==> config.mk <==
export PLATFORM = sky130hd
export DESIGN_NAME = burst_colgen
export DESIGN_NICKNAME = d
export VERILOG_FILES = /design/src/rtl/burst_colgen_pkg.sv /design/src/rtl/burst_mode_reg.sv /design/src/rtl/burst_beat_ctr.sv /design/src/rtl/burst_col_map.sv /design/src/rtl/burst_colgen.sv
export SDC_FILE = /design/constraint.sdc
export NUM_CORES = 1
export LEC_CHECK = 0
export BUFFER_PORTS_ARGS = -buffer_cell sky130_fd_sc_hd__buf_2
export CAP_MARGIN = 20
export CORE_UTILIZATION = 55
export DETAILED_ROUTE_END_ITERATION = 7
export GPL_ROUTABILITY_DRIVEN = 1
export GPL_TIMING_DRIVEN = 0
export HOLD_SLACK_MARGIN = 0.15
export PLACE_DENSITY = 0.8
export REMOVE_ABC_BUFFERS = 1
export SETUP_SLACK_MARGIN = 0.5
export SLEW_MARGIN = 10
export SYNTH_ARGS = -nofsm -noshare
export SYNTH_HDL_FRONTEND = slang
export SYNTH_SLANG_ARGS = --single-unit
==> constraint.sdc <==
create_clock -name clk -period 4.4 [get_ports clk]
set_input_delay 0.88 -clock clk [delete_from_list [all_inputs] [get_ports clk]]
set_output_delay 0.88 -clock clk [all_outputs]
set_load 0.02 [all_outputs]
==> src/rtl/burst_colgen_pkg.sv <==
// Shared types for the burst column sequencer.
// Assumes at most an 8-beat fixed burst (2-bit log length).
package burst_colgen_pkg;

    typedef struct packed {
        logic       full;   // run until stopped
        logic       il;     // XOR order
        logic [1:0] lg;     // log2 of fixed length
    } burst_cfg_t;

    // Turn the sampled mode inputs into a burst configuration.
    function automatic burst_cfg_t decode_cfg(input logic [2:0] code,
                                              input logic       il,
                                              input logic       wr,
                                              input logic       single);
        burst_cfg_t c;
        c.full = 1'b0;
        c.il   = il;
        c.lg   = 2'd0;
        if (wr && single) begin
            c.il = 1'b0;
        end else begin
            case (code)
                3'b000:  c.lg = 2'd0;
                3'b001:  c.lg = 2'd1;
                3'b010:  c.lg = 2'd2;
                3'b011:  c.lg = 2'd3;
                3'b111:  begin c.full = 1'b1; c.il = 1'b0; end
                default: c.lg = 2'd0;
            endcase
        end
        return c;
    endfunction

endpackage

==> src/rtl/burst_mode_reg.sv <==
// Holds the configuration and start column of the current burst.
// Assumes load is already qualified with the clock enable.
module burst_mode_reg
    import burst_colgen_pkg::*;
#(
    parameter int COL_W = 9
) (
    input  logic             clk,
    input  logic             rst_n,
    input  logic             load,
    input  burst_cfg_t       cfg_d,
    input  logic [COL_W-1:0] base_d,
    output burst_cfg_t       cfg_q,
    output logic [COL_W-1:0] base_q
);

    // Capture the mode and start column when a burst is loaded.
    always_ff @(posedge clk) begin
        if (!rst_n) begin
            cfg_q  <= '0;
            base_q <= '0;
        end else if (load) begin
            cfg_q  <= cfg_d;
            base_q <= base_d;
        end
    end

endmodule

==> src/rtl/burst_beat_ctr.sv <==
// Beat counter: tracks the beat index and whether a burst is running.
// Assumes mask has ones in the bits the burst walks (all ones in page mode).
module burst_beat_ctr #(
    parameter int COL_W = 9
) (
    input  logic             clk,
    input  logic             rst_n,
    input  logic             ce,
    input  logic             load,
    input  logic             stop,
    input  logic             full,
    input  logic [COL_W-1:0] mask,
    output logic [COL_W-1:0] beat,
    output logic             active,
    output logic             last
);

    // The final beat is the one whose index fills the mask; page mode has none.
    always_comb begin
        last = active && !full && (beat == mask);
    end

    // Advance, restart or end the burst on enabled edges.
    always_ff @(posedge clk) begin
        if (!rst_n) begin
            active <= 1'b0;
            beat   <= '0;
        end else if (ce) begin
            if (load) begin
                active <= 1'b1;
                beat   <= '0;
            end else if (active) begin
                if (stop || last) begin
                    active <= 1'b0;
                    beat   <= '0;
                end else begin
                    beat <= beat + COL_W'(1);
                end
            end
        end
    end

endmodule

==> src/rtl/burst_col_map.sv <==
// Maps start column and beat index to the column of the beat.
// Bits outside the mask come from the start column; bits inside come from
// either the sum (linear order) or the XOR (interleaved order).
module burst_col_map #(
    parameter int COL_W = 9
) (
    input  logic [COL_W-1:0] base,
    input  logic [COL_W-1:0] beat,
    input  logic [COL_W-1:0] mask,
    input  logic             il,
    input  logic             active,
    output logic [COL_W-1:0] col
);

    logic [COL_W-1:0] sum;
    logic [COL_W-1:0] mapped;

    // Linear candidate: low bits of the sum depend only on low bits of inputs.
    always_comb begin
        sum = base + beat;
    end

    // Per-bit choice between kept, summed and XORed bit.
    for (genvar i = 0; i < COL_W; i++) begin : g_bit
        always_comb begin
            if (!mask[i])
                mapped[i] = base[i];
            else if (il)
                mapped[i] = base[i] ^ beat[i];
            else
                mapped[i] = sum[i];
        end
    end

    // Idle shows column zero.
    always_comb begin
        col = active ? mapped : '0;
    end

endmodule

==> src/rtl/burst_colgen.sv <==
// Burst column sequencer top. Samples the mode at each start pulse and then
// produces one column per enabled clock in linear, interleaved or page order.
// Assumes COL_W >= 3 so an 8-beat block fits in a row.
module burst_colgen
    import burst_colgen_pkg::*;
#(
    parameter int COL_W = 9
) (
    input  logic             clk,
    input  logic             rst_n,
    input  logic             ce,
    input  logic             start,
    input  logic             is_write,
    input  logic [2:0]       bl_code,
    input  logic             interleave,
    input  logic             wr_single,
    input  logic [COL_W-1:0] start_col,
    input  logic             stop,
    output logic [COL_W-1:0] col_out,
    output logic             active,
    output logic             last
);

    localparam logic [COL_W-1:0] ONE_C = COL_W'(1);

    logic             load;
    burst_cfg_t       cfg_d;
    burst_cfg_t       cfg_q;
    logic [COL_W-1:0] base_q;
    logic [COL_W-1:0] mask;
    logic [COL_W-1:0] beat;

    // A start counts only on an enabled edge.
    always_comb begin
        load  = ce && start;
        cfg_d = decode_cfg(bl_code, interleave, is_write, wr_single);
    end

    // Bits walked by the burst: the whole row in page mode.
    always_comb begin
        mask = cfg_q.full ? '1 : ((ONE_C << cfg_q.lg) - ONE_C);
    end

    burst_mode_reg #(.COL_W(COL_W)) u_mode (
        .clk    (clk),
        .rst_n  (rst_n),
        .load   (load),
        .cfg_d  (cfg_d),
        .base_d (start_col),
        .cfg_q  (cfg_q),
        .base_q (base_q)
    );

    burst_beat_ctr #(.COL_W(COL_W)) u_ctr (
        .clk    (clk),
        .rst_n  (rst_n),
        .ce     (ce),
        .load   (load),
        .stop   (stop),
        .full   (cfg_q.full),
        .mask   (mask),
        .beat   (beat),
        .active (active),
        .last   (last)
    );

    burst_col_map #(.COL_W(COL_W)) u_map (
        .base   (base_q),
        .beat   (beat),
        .mask   (mask),
        .il     (cfg_q.il),
        .active (active),
        .col    (col_out)
    );

endmodule

==> results.sh, run 1 <==
export IMPL_vias=1509
export IMPL_final_setup_skew_ps=3.10
export IMPL_crit_top_cell="mux2i_1"
export IMPL_synth_edff_count=0
export IMPL_place_hpwl_mm=2.60
export IMPL_synthCells=201
export IMPL_synthDistinctLibCells=47
export IMPL_antenna_left=0
export IMPL_syn2layout_area_growth_pct=11.2
export IMPL_maxSlewHeadroom=0.600
export IMPL_path_clk_slew_ps=120
export IMPL_via_per_inst=5.85
export IMPL_r2r_start="u_ctr.active"
export IMPL_status="complete, no violations"
export IMPL_clock_latency_ps=310
export IMPL_synthFlopType="dfxtp_1"
export IMPL_min_from="u_mode.base_q[6]"
export IMPL_cts_num_sinks=23
export IMPL_cp_cell_sequence="ha_1 -> fa_1 -> a211oi_1 -> o21a_1 -> a221oi_1 -> mux2i_1 -> mux2i_1 -> buf_2"
export IMPL_critPathKind="reg -> out"
export IMPL_die_h_um=55.7
export IMPL_cts_tree="done"
export IMPL_hp_class="reg -> reg"
export IMPL_min_path_cells=2
export IMPL_cp_slowest_cell="dfxtp_1"
export IMPL_rrSetupSlack_ps=2380
export IMPL_arrival_ps=2640
export IMPL_stdcell_count=258
export IMPL_cts_buffers=3
export IMPL_seq_area_frac_synth=0.291
export IMPL_fin_setup_tns_ps=0
export IMPL_drive_above_1_share=0.172
export IMPL_cellLeakagePower_uw=0.000772
export IMPL_core_rowCount=19
export IMPL_wire_per_inst_um=13.5
export IMPL_min_to="u_mode.base_q[6]"
export IMPL_crit_path_end_kind="output pin"
export IMPL_track_usage=0.239
export IMPL_post_cts_buffers=0
export IMPL_drtIter0Drc=58
export IMPL_synth_area_mm2=0.00158
export IMPL_avgSynthCellArea_um2=7.88
export IMPL_coreArea_mm2=0.00273
export IMPL_clockBufferDepth=2
export IMPL_n_antenna_cell=0
export IMPL_grt_overflow=0
export IMPL_hold_viol=0
export IMPL_cpLargestDelayFamily="compound AO/OA/AOI/OAI gates"
export IMPL_post_cts_resized=0
export IMPL_finalWirelength_mm=3.48
export IMPL_peakVddDrop_mv=0.243
export IMPL_drt_pass1_iterations=4
export IMPL_route_detailed_drc=0
export IMPL_nNetsFinal=259
export IMPL_fmax_ghz=0.284
export IMPL_maxCapViolations=0
export IMPL_dieArea_mm2=0.00310
export IMPL_port_buffers=30
export IMPL_worst_pin_slew_ps=598
export IMPL_grt_setup_unrepaired="false"
export IMPL_dp_cells=254
export IMPL_finalSetupViolCount=0
export IMPL_grt_max_degree=20
export IMPL_timing_final_crit_share=0.799
export IMPL_worst_hold_slack_ps=493
export IMPL_synth_seq_cells=23
export IMPL_ios=31
export IMPL_crit_buf_inv=1
export IMPL_ctsRootBufferMaster="clkbuf_4"
export IMPL_slowest_delay_ps=540
export IMPL_grt_pass1_wl_mm=5.87
export IMPL_required_ps=3520
export IMPL_reg2reg_to="u_ctr.beat[6]"
export IMPL_grt_pass1_vias=1325
export IMPL_gp_congestion=0.855
export IMPL_hold_buffers=0
export IMPL_critPathMaxFanout=10
export IMPL_startpoint_type="flip-flop"
export IMPL_antenna_found_initial=0
export IMPL_ys_warn_count=0
export IMPL_cts_htree_levels=1
export IMPL_power_density_mw_per_mm2=212
export IMPL_start_util=0.579
export IMPL_maxSlewViolCount=0
export IMPL_fp_dieW_um=55.7
export IMPL_period_minus_slack_ps=3520
export IMPL_synth_async_sr_flop_share=0
export IMPL_r2r_cells=5
-- layout by cell type, fill, tap and decap left out, drive strengths merged, types with 3 or more instances in the layout --
cell type  count
mux2i          4
a21oi         18
clkbuf         3
dfxtp         23
xnor2          3
inv            7
o31ai          3
nand2b         4
nand3          6
and2           3
nand2         29
xor2           9
o21ai         14
ha            10
nor3           3
nor2          18
buf           30
a211oi         3
-- final cells by class --
| cell class | instances | area, um2 |
|---|---|---|
| timing repair buffer | 30 | 150 |
| sequential | 23 | 460 |
| multi-input combinational | 163 | 1060 |
| clock inverter | 1 | 5.00 |
| inverter | 7 | 26.3 |
| tap | 31 | 38.8 |
| fill | 264 | 972 |
| clock buffer | 3 | 22.5 |
-- where the power goes --
group | switching [uW] | total, uW | internal [uW]
Sequential | 9.06 | 223 | 214
Combinational | 31.3 | 54.0 | 22.7
Clock | 63.1 | 97.1 | 34.0
Total | 103 | 374 | 270
-- logic make-up (layout without fill, tap and decap cells) --
| kind of cell | count (synthesis) | in the layout | share of synthesized area |
|---|---|---|---|
| buf+inv | 15 | 41 | 0.0411 |
| xor+xnor | 12 | 12 | 0.0664 |
| fa+ha+maj | 11 | 11 | 0.0916 |
| compound gates | 57 | 57 | 0.237 |
| flops | 23 | 23 | 0.291 |
| mux | 4 | 4 | 0.0253 |
| simple gates | 79 | 79 | 0.248 |
-- sequential cells by signal, indices dropped and copies added, names as in the netlist --
| signal | flops |
|---|---|
| u_ctr.active | 1 |
| u_ctr.beat | 9 |
| u_mode.base_q | 9 |
| u_mode.cfg_q | 4 |
-- how the worst max path moves through the flow --
stage	start	slack [ps]	cells after the start	to
floorplan	u_ctr.beat[0]	1400	7	col_out[8]
global placement	u_ctr.beat[0]	1230	8	col_out[8]
detailed placement	u_ctr.beat[0]	1230	8	col_out[8]
CTS	u_ctr.beat[0]	850	8	col_out[8]
global route	u_ctr.beat[0]	760	8	col_out[8]
finish	u_ctr.beat[0]	880	8	col_out[8]
-- per-stage QoR --
step / util / cell area [um2] / setup WS (ps) / total power [uW]
6_report: 0.644 / 1760 / 884 / 374
5_1_grt: 0.644 / 1760 / 757 / 394
4_1_cts: 0.644 / 1760 / 846 / 379
3_5_place_dp: 0.634 / 1730 / 1230 / 281
3_3_place_gp: 0.634 / 1730 / 1230 / 280
2_1_floorplan: - / 1550 / 1400 / 259
-- routing by layer --
| metal | vias up | global-route usage | wire length (um) |
|---|---|---|---|
| li1 | 779 | - | - |
| met1 | 675 | 0.318 | 1600 |
| met2 | 48 | 0.387 | 1610 |
| met3 | 7 | 0.0302 | 201 |
| met4 | 0 | 0.107 | 68 |
| met5 | - | 0 | 0 |
-- synth_stat cells (2+ instances only) --
master     n  area share
a211oi_1   3       0.014
a21o_1     2      0.0095
a21oi_1   18       0.057
a311oi_1   2       0.011
a31oi_1    2      0.0079
a32o_1     2       0.013
and2_1     3       0.012
and3_1     2      0.0079
and4_1     2       0.011
clkbuf_1   6       0.014
dfxtp_1   23        0.29
ha_1      10       0.079
inv_1      7       0.017
mux2i_1    4       0.025
nand2_1   29       0.069
nand2b_1   4       0.016
nand3_1    6       0.019
nand4_1    2      0.0079
nor2_1    18       0.043
nor3_1     2      0.0063
o211ai_1   2      0.0095
o21a_1     2      0.0095
o21ai_0   13       0.041
o311a_1    2       0.013
o31ai_1    2      0.0095
or3_1      2      0.0079
xnor2_1    3       0.017
xor2_1     9       0.050
-- worst reg2reg max path, cell delays in order (launching register included) --
cell and delay [ps]:
dfxtp_1 650, or4b_4 560, nor3_2 170, nor2_1 90, o31ai_4 360, nor2_1 90
Power figures use the tool's default switching activity.
==> inputs of run 2 (changes only) <==
Clock period 4.4 ns to 3.5 ns, I/O delays scaled along.
==> run 2 against run 1 <==
Compared with the run above:
- die area did not move
- flip-flop and latch count did not move
- setup slack got worse by 350 ps
- register-to-register slack got worse by 900 ps
- critical path type unchanged
- highest routed layer unchanged
==> results.sh, run 2 (synthesis results as in run 1) <==
export IMPL_clockBufferDepth=2
export IMPL_multi_input_area_mm2=0.00113
export IMPL_vias=1550
export IMPL_via_per_inst=5.94
export IMPL_required_ps=2800
export IMPL_grt_overflow=0
export IMPL_status="complete, no violations"
export IMPL_path_clk_slew_ps=120
export IMPL_port_buffers=30
export IMPL_top_regs="u_ctr.beat x9, u_mode.base_q x9, u_mode.cfg_q x4"
export IMPL_final_setup_skew_ps=1.67
export IMPL_power_internal_uw=342
export IMPL_antenna_found_initial=0
export IMPL_track_usage=0.251
export IMPL_layout_commonest_cell="nand2_1"
export IMPL_ios=31
export IMPL_coreArea_mm2=0.00273
export IMPL_wire_per_inst_um=14.2
export IMPL_fin_setup_tns_ps=0
export IMPL_switching_power_uw=133
export IMPL_min_to="u_mode.base_q[6]"
export IMPL_timing_final_crit_share=0.849
export IMPL_grt_pass1_wl_mm=6.12
export IMPL_worst_hold_slack_ps=493
export IMPL_rrSetupSlack_ps=1480
export IMPL_die_h_um=55.7
export IMPL_power_density_mw_per_mm2=255
export IMPL_drt_pass1_iterations=4
export IMPL_swShare=0.281
export IMPL_arrival_ps=2270
export IMPL_maxCapViolations=0
export IMPL_grt_pass1_vias=1375
export IMPL_syn2layout_area_growth_pct=17.9
export IMPL_gp_congestion=0.855
export IMPL_grt_max_degree=20
export IMPL_finalWirelength_mm=3.70
export IMPL_critPathMaxFanout=3
export IMPL_power_uw=475
export IMPL_comb_power_share=0.150
export IMPL_startpoint_type="flip-flop"
export IMPL_worst_pin_slew_ps=494
export IMPL_dieArea_mm2=0.00310
export IMPL_slowest_delay_ps=380
export IMPL_final_cell_area_mm2=0.00187
export IMPL_cellLeakagePower_uw=0.000778
export IMPL_n_antenna_cell=0
export IMPL_grt_setup_unrepaired="true"
export IMPL_antenna_left=0
export IMPL_filler_cell_count=246
export IMPL_cp_slowest_cell="dfxtp_4"
export IMPL_crit_path_end_kind="output pin"
export IMPL_r2r_start="u_ctr.active"
export IMPL_reg2reg_to="u_ctr.beat[2]"
export IMPL_finalSetupViolCount=0
export IMPL_regArea_um2=470
export IMPL_hold_viol=0
export IMPL_start_util=0.579
export IMPL_p_clk_frac=0.260
export IMPL_place_hpwl_mm=2.60
export IMPL_period_minus_slack_ps=2970
export IMPL_r2r_cells=5
export IMPL_route_detailed_drc=0
export IMPL_drtIter0Drc=60
export IMPL_critPathKind="reg -> out"
export IMPL_cts_htree_levels=1
export IMPL_hold_buffers=0
export IMPL_fin_util=0.683
export IMPL_nNetsFinal=262
export IMPL_min_from="u_mode.base_q[6]"
export IMPL_ctsRootBufferMaster="clkbuf_4"
export IMPL_hp_class="reg -> reg"
export IMPL_cts_buffers=3
export IMPL_clock_latency_ps=320
export IMPL_maxSlewViolCount=0
export IMPL_cts_tree="done"
export IMPL_sequentialPowerShare=0.590
export IMPL_cts_num_sinks=23
export IMPL_drive_above_1_share=0.243
export IMPL_layout_common_cells="nand2_1, buf_2, nor2_1, a21oi_1, dfxtp_1"
export IMPL_fmax_ghz=0.337
export IMPL_postPlaceCellArea_mm2=0.00173
export IMPL_cp_cell_sequence="ha_4 -> fa_2 -> a211oi_2 -> o21a_1 -> a221oi_2 -> mux2i_1 -> mux2i_1 -> buf_4"
export IMPL_core_rowCount=19
export IMPL_peakVddDrop_mv=0.294
export IMPL_crit_top_cell="mux2i_1"
export IMPL_fp_dieW_um=55.7
export IMPL_maxSlewHeadroom=0.670
export IMPL_min_path_cells=2
run 2: changes by cell type in the layout (fill, tap and decap cells not counted), moves of 2 or more:
cell	before	now
ha_1	10	6
dfxtp_1	23	17
buf_2	30	28
dfxtp_2	0	5
buf_4	0	5
ha_4	0	4
run 2: worst max-delay path by stage:
stage,start,to,slack (ps)
after floorplan,u_ctr.beat[0],col_out[8],680
after global placement,u_ctr.beat[0],col_out[8],510
after detailed placement,u_ctr.beat[0],col_out[8],510
after CTS,u_ctr.beat[0],col_out[8],500
after global routing,u_ctr.beat[0],col_out[8],440
final,u_ctr.beat[0],col_out[8],530
run 2: worst max-delay path, delay by kind of cell (launching register included):
kind	cells	cell delay [ps]
fa+ha+maj	2	540
compound gates	3	440
mux	2	440
flops	1	380
buf+inv	1	160
run 2: layout make-up:
cell class                      count  share of cell area
Multi-Input combinational cell    163               0.603
Sequential cell                    23               0.252
Timing Repair Buffer               33              0.0952
Tap cell                           31              0.0208
Inverter                            7              0.0141
Clock buffer                        3              0.0121
Clock inverter                      1             0.00268
run 2: what timing repair did:
item                                   4_1_cts  5_1_grt
setup endpoints to repair                    3        5
gates resized for setup                     13        5
gates cloned                                 0        0
buffers inserted                             3        0
pin swaps                                    5        1
endpoints found under the hold margin        0        0
run 2: metal layers:
metal | global-route usage | vias to the layer above | part of all wire
li1 | - | 783 | -
met5 | 0 | - | 0
met2 | 0.430 | 54 | 0.48
met1 | 0.323 | 706 | 0.44
met4 | 0.0964 | 0 | 0.020
met3 | 0.0279 | 7 | 0.061
run 2: metrics by stage:
| stage | setup slack (ps) | cells |
|---|---|---|
| after global routing | 442 | 261 |
| after detailed placement | 512 | 254 |
| final | 529 | 261 |
| after floorplan | 677 | 193 |
| after CTS | 502 | 261 |
| after global placement | 512 | 254 |
run 2: power groups by stage:
stage / combinational [uW] / sequential, uW / clock [uW]
after floorplan: 42.6 / 283 / 0
after global placement: 66.6 / 286 / 0
after detailed placement: 67.4 / 286 / 0
after CTS: 70.3 / 280 / 129
after global routing: 79.3 / 282 / 138
final: 71.5 / 280 / 124
==> inputs of run 3 (changes only) <==
Settings changed: CORE_UTILIZATION 55 to 49, PLACE_DENSITY 0.8 to 0.75.
Clock period 3.5 ns to 2.41 ns, I/O delays scaled along.
==> run 3 against run 2 <==
Compared with the run above:
- the flow now finishes with violations (negative setup slack)
- core utilization up 0.86 points
- largest power group unchanged
- flip-flop and latch count unchanged
- via count up 4.5%
- critical endpoint unchanged
- register-to-register slack worse by 910 ps
- count of clock-buffer cells in the layout up 1
- sequential power up 44%
- critical path depth unchanged
- combinational power up 69%
- clock skew up 3.2 ps
- sequential share of layout area down 1.8 points
==> results.sh, run 3 (synthesis results as in run 1) <==
export IMPL_filler_cell_count=245
export IMPL_grt_pass1_vias=1470
export IMPL_cp_cell_sequence="ha_4 -> fa_2 -> a211oi_2 -> o21a_1 -> a221oi_2 -> mux2i_1 -> mux2i_1 -> buf_4"
export IMPL_place_ws_ps=-392
export IMPL_cts_buffers=3
export IMPL_gp_congestion=0.864
export IMPL_power_uw=706
export IMPL_path_clk_slew_ps=130
export IMPL_arrival_ps=2390
export IMPL_vias=1620
export IMPL_timing_final_crit_share=1.19
export IMPL_antenna_found_initial=0
export IMPL_power_density_mw_per_mm2=335
export IMPL_layout_commonest_cell="nand2_1"
export IMPL_track_usage=0.265
export IMPL_drive_above_1_share=0.351
export IMPL_via_per_inst=5.72
export IMPL_fp_dieW_um=58.9
export IMPL_grt_pass1_wl_mm=6.91
export IMPL_cts_num_sinks=23
export IMPL_drtIter0Drc=101
export IMPL_required_ps=1930
export IMPL_wire_per_inst_um=15.1
export IMPL_crit_path_end_kind="output pin"
export IMPL_nNetsFinal=271
export IMPL_crit_buf_inv=1
export IMPL_cellLeakagePower_uw=0.000840
export IMPL_top_regs="u_ctr.beat x9, u_mode.base_q x9, u_mode.cfg_q x4"
export IMPL_syn2layout_area_growth_pct=33.3
export IMPL_n_antenna_cell=0
export IMPL_place_hpwl_mm=2.58
export IMPL_fmax_ghz=0.348
export IMPL_cts_htree_levels=1
export IMPL_critPathKind="reg -> out"
export IMPL_layout_common_cells="nand2_1, buf_2, a21oi_1, nor2_1, buf_4"
export IMPL_clockBufferDepth=2
export IMPL_ios=31
export IMPL_worst_hold_slack_ps=387
export IMPL_die_h_um=58.9
export IMPL_timing_final_ws_setup_ps=-462
export IMPL_dieArea_mm2=0.00346
export IMPL_drt_pass1_iterations=4
export IMPL_cts_tree="done"
export IMPL_period_minus_slack_ps=2870
export IMPL_startpoint_type="flip-flop"
export IMPL_maxCapViolations=0
export IMPL_antenna_left=0
export IMPL_critPathMaxFanout=2
export IMPL_final_setup_skew_ps=4.88
export IMPL_status="complete, but fails checks"
export IMPL_cp_startpoint="u_ctr.beat[0]"
export IMPL_finalWirelength_mm=4.28
export IMPL_min_from="start_col[6]"
export IMPL_r2r_start="u_mode.cfg_q[3]"
export IMPL_fin_setup_tns_ps=-1670
export IMPL_crit_top_cell="mux2i_1"
export IMPL_grt_max_degree=16
export IMPL_core_rowCount=20
export IMPL_hold_viol=0
export IMPL_maxSlewHeadroom=0.613
export IMPL_slowest_delay_ps=410
export IMPL_worst_pin_slew_ps=580
export IMPL_port_buffers=30
export IMPL_grt_setup_unrepaired="true"
export IMPL_cpLargestDelayFamily="adder cells"
export IMPL_maxSlewViolCount=0
export IMPL_finalSetupViolCount=6
export IMPL_hp_class="in -> reg"
export IMPL_peakVddDrop_mv=0.314
export IMPL_grt_overflow=0
export IMPL_cp_slowest_cell="fa_2"
export IMPL_route_detailed_drc=0
export IMPL_ctsRootBufferMaster="clkbuf_4"
export IMPL_start_util=0.519
export IMPL_violations="negative setup slack"
export IMPL_coreArea_mm2=0.00305
export IMPL_clock_latency_ps=320
-- run 3: cell count changes in the layout (fill, tap and decap cells not counted), moves of 3 or more --
cell,before,now
nor2_1,18,15
o21ai_1,1,5
o21ai_0,13,8
buf_4,5,14
buf_6,0,4
dfxtp_4,1,7
buf_2,28,23
dfxtp_1,17,11
-- run 3: layout make-up --
| cell class | instances | area, um2 | area share |
|---|---|---|---|
| timing repair buffer | 42 | 280 | 0.133 |
| inverter | 7 | 26.3 | 0.0124 |
| multi-input combinational | 163 | 1230 | 0.583 |
| tap | 44 | 55.1 | 0.0261 |
| sequential | 23 | 493 | 0.234 |
| clock buffer | 4 | 26.3 | 0.0124 |
-- run 3: final timing paths --
path	cells after the start	to	slack (ps)
max	8	col_out[8]	-460
min	3	u_mode.base_q[6]	390
max reg2reg	6	u_ctr.beat[6]	570
min reg2reg	2	u_mode.base_q[8]	500
-- run 3: power by group --
group / switching, uW / internal [uW] / leakage [uW] / total, uW
clock: 118 / 64.8 / 0.0000150 / 183
combinational: 66.9 / 53.7 / 0.000631 / 121
sequential: 18.4 / 385 / 0.000195 / 403
total: 203 / 503 / 0.000840 / 706
-- run 3: metal layers --
layer,up-vias,share of wire,track usage
met1,747,0.42,0.336
met4,0,0.023,0.0918
met3,12,0.061,0.0440
met2,57,0.49,0.453
met5,-,0,0
li1,804,-,-
-- run 3: worst register-to-register path, cell delays in order, from the launching register on --
cell and delay [ps]:
dfxtp_4 380, buf_6 120, or4b_4 520, nor3_4 220, nor2_4 60, o31ai_4 360
nor2_1 90
-- run 3: repair_timing --
| action | 4_1_cts | 5_1_grt |
|---|---|---|
| endpoints found under the setup margin | 18 | 17 |
| gates cloned | 0 | 0 |
| hold buffers | 0 | 0 |
| gates resized for setup | 43 | 22 |
| setup buffers | 7 | 5 |
| pin swaps | 12 | 17 |
-- run 3: per-stage QoR --
step	util	cell area [um2]	instances
2_1_floorplan	-	1550	193
3_3_place_gp	0.573	1750	267
3_5_place_dp	0.573	1750	267
4_1_cts	0.652	1990	278
5_1_grt	0.691	2110	283
6_report	0.691	2110	283
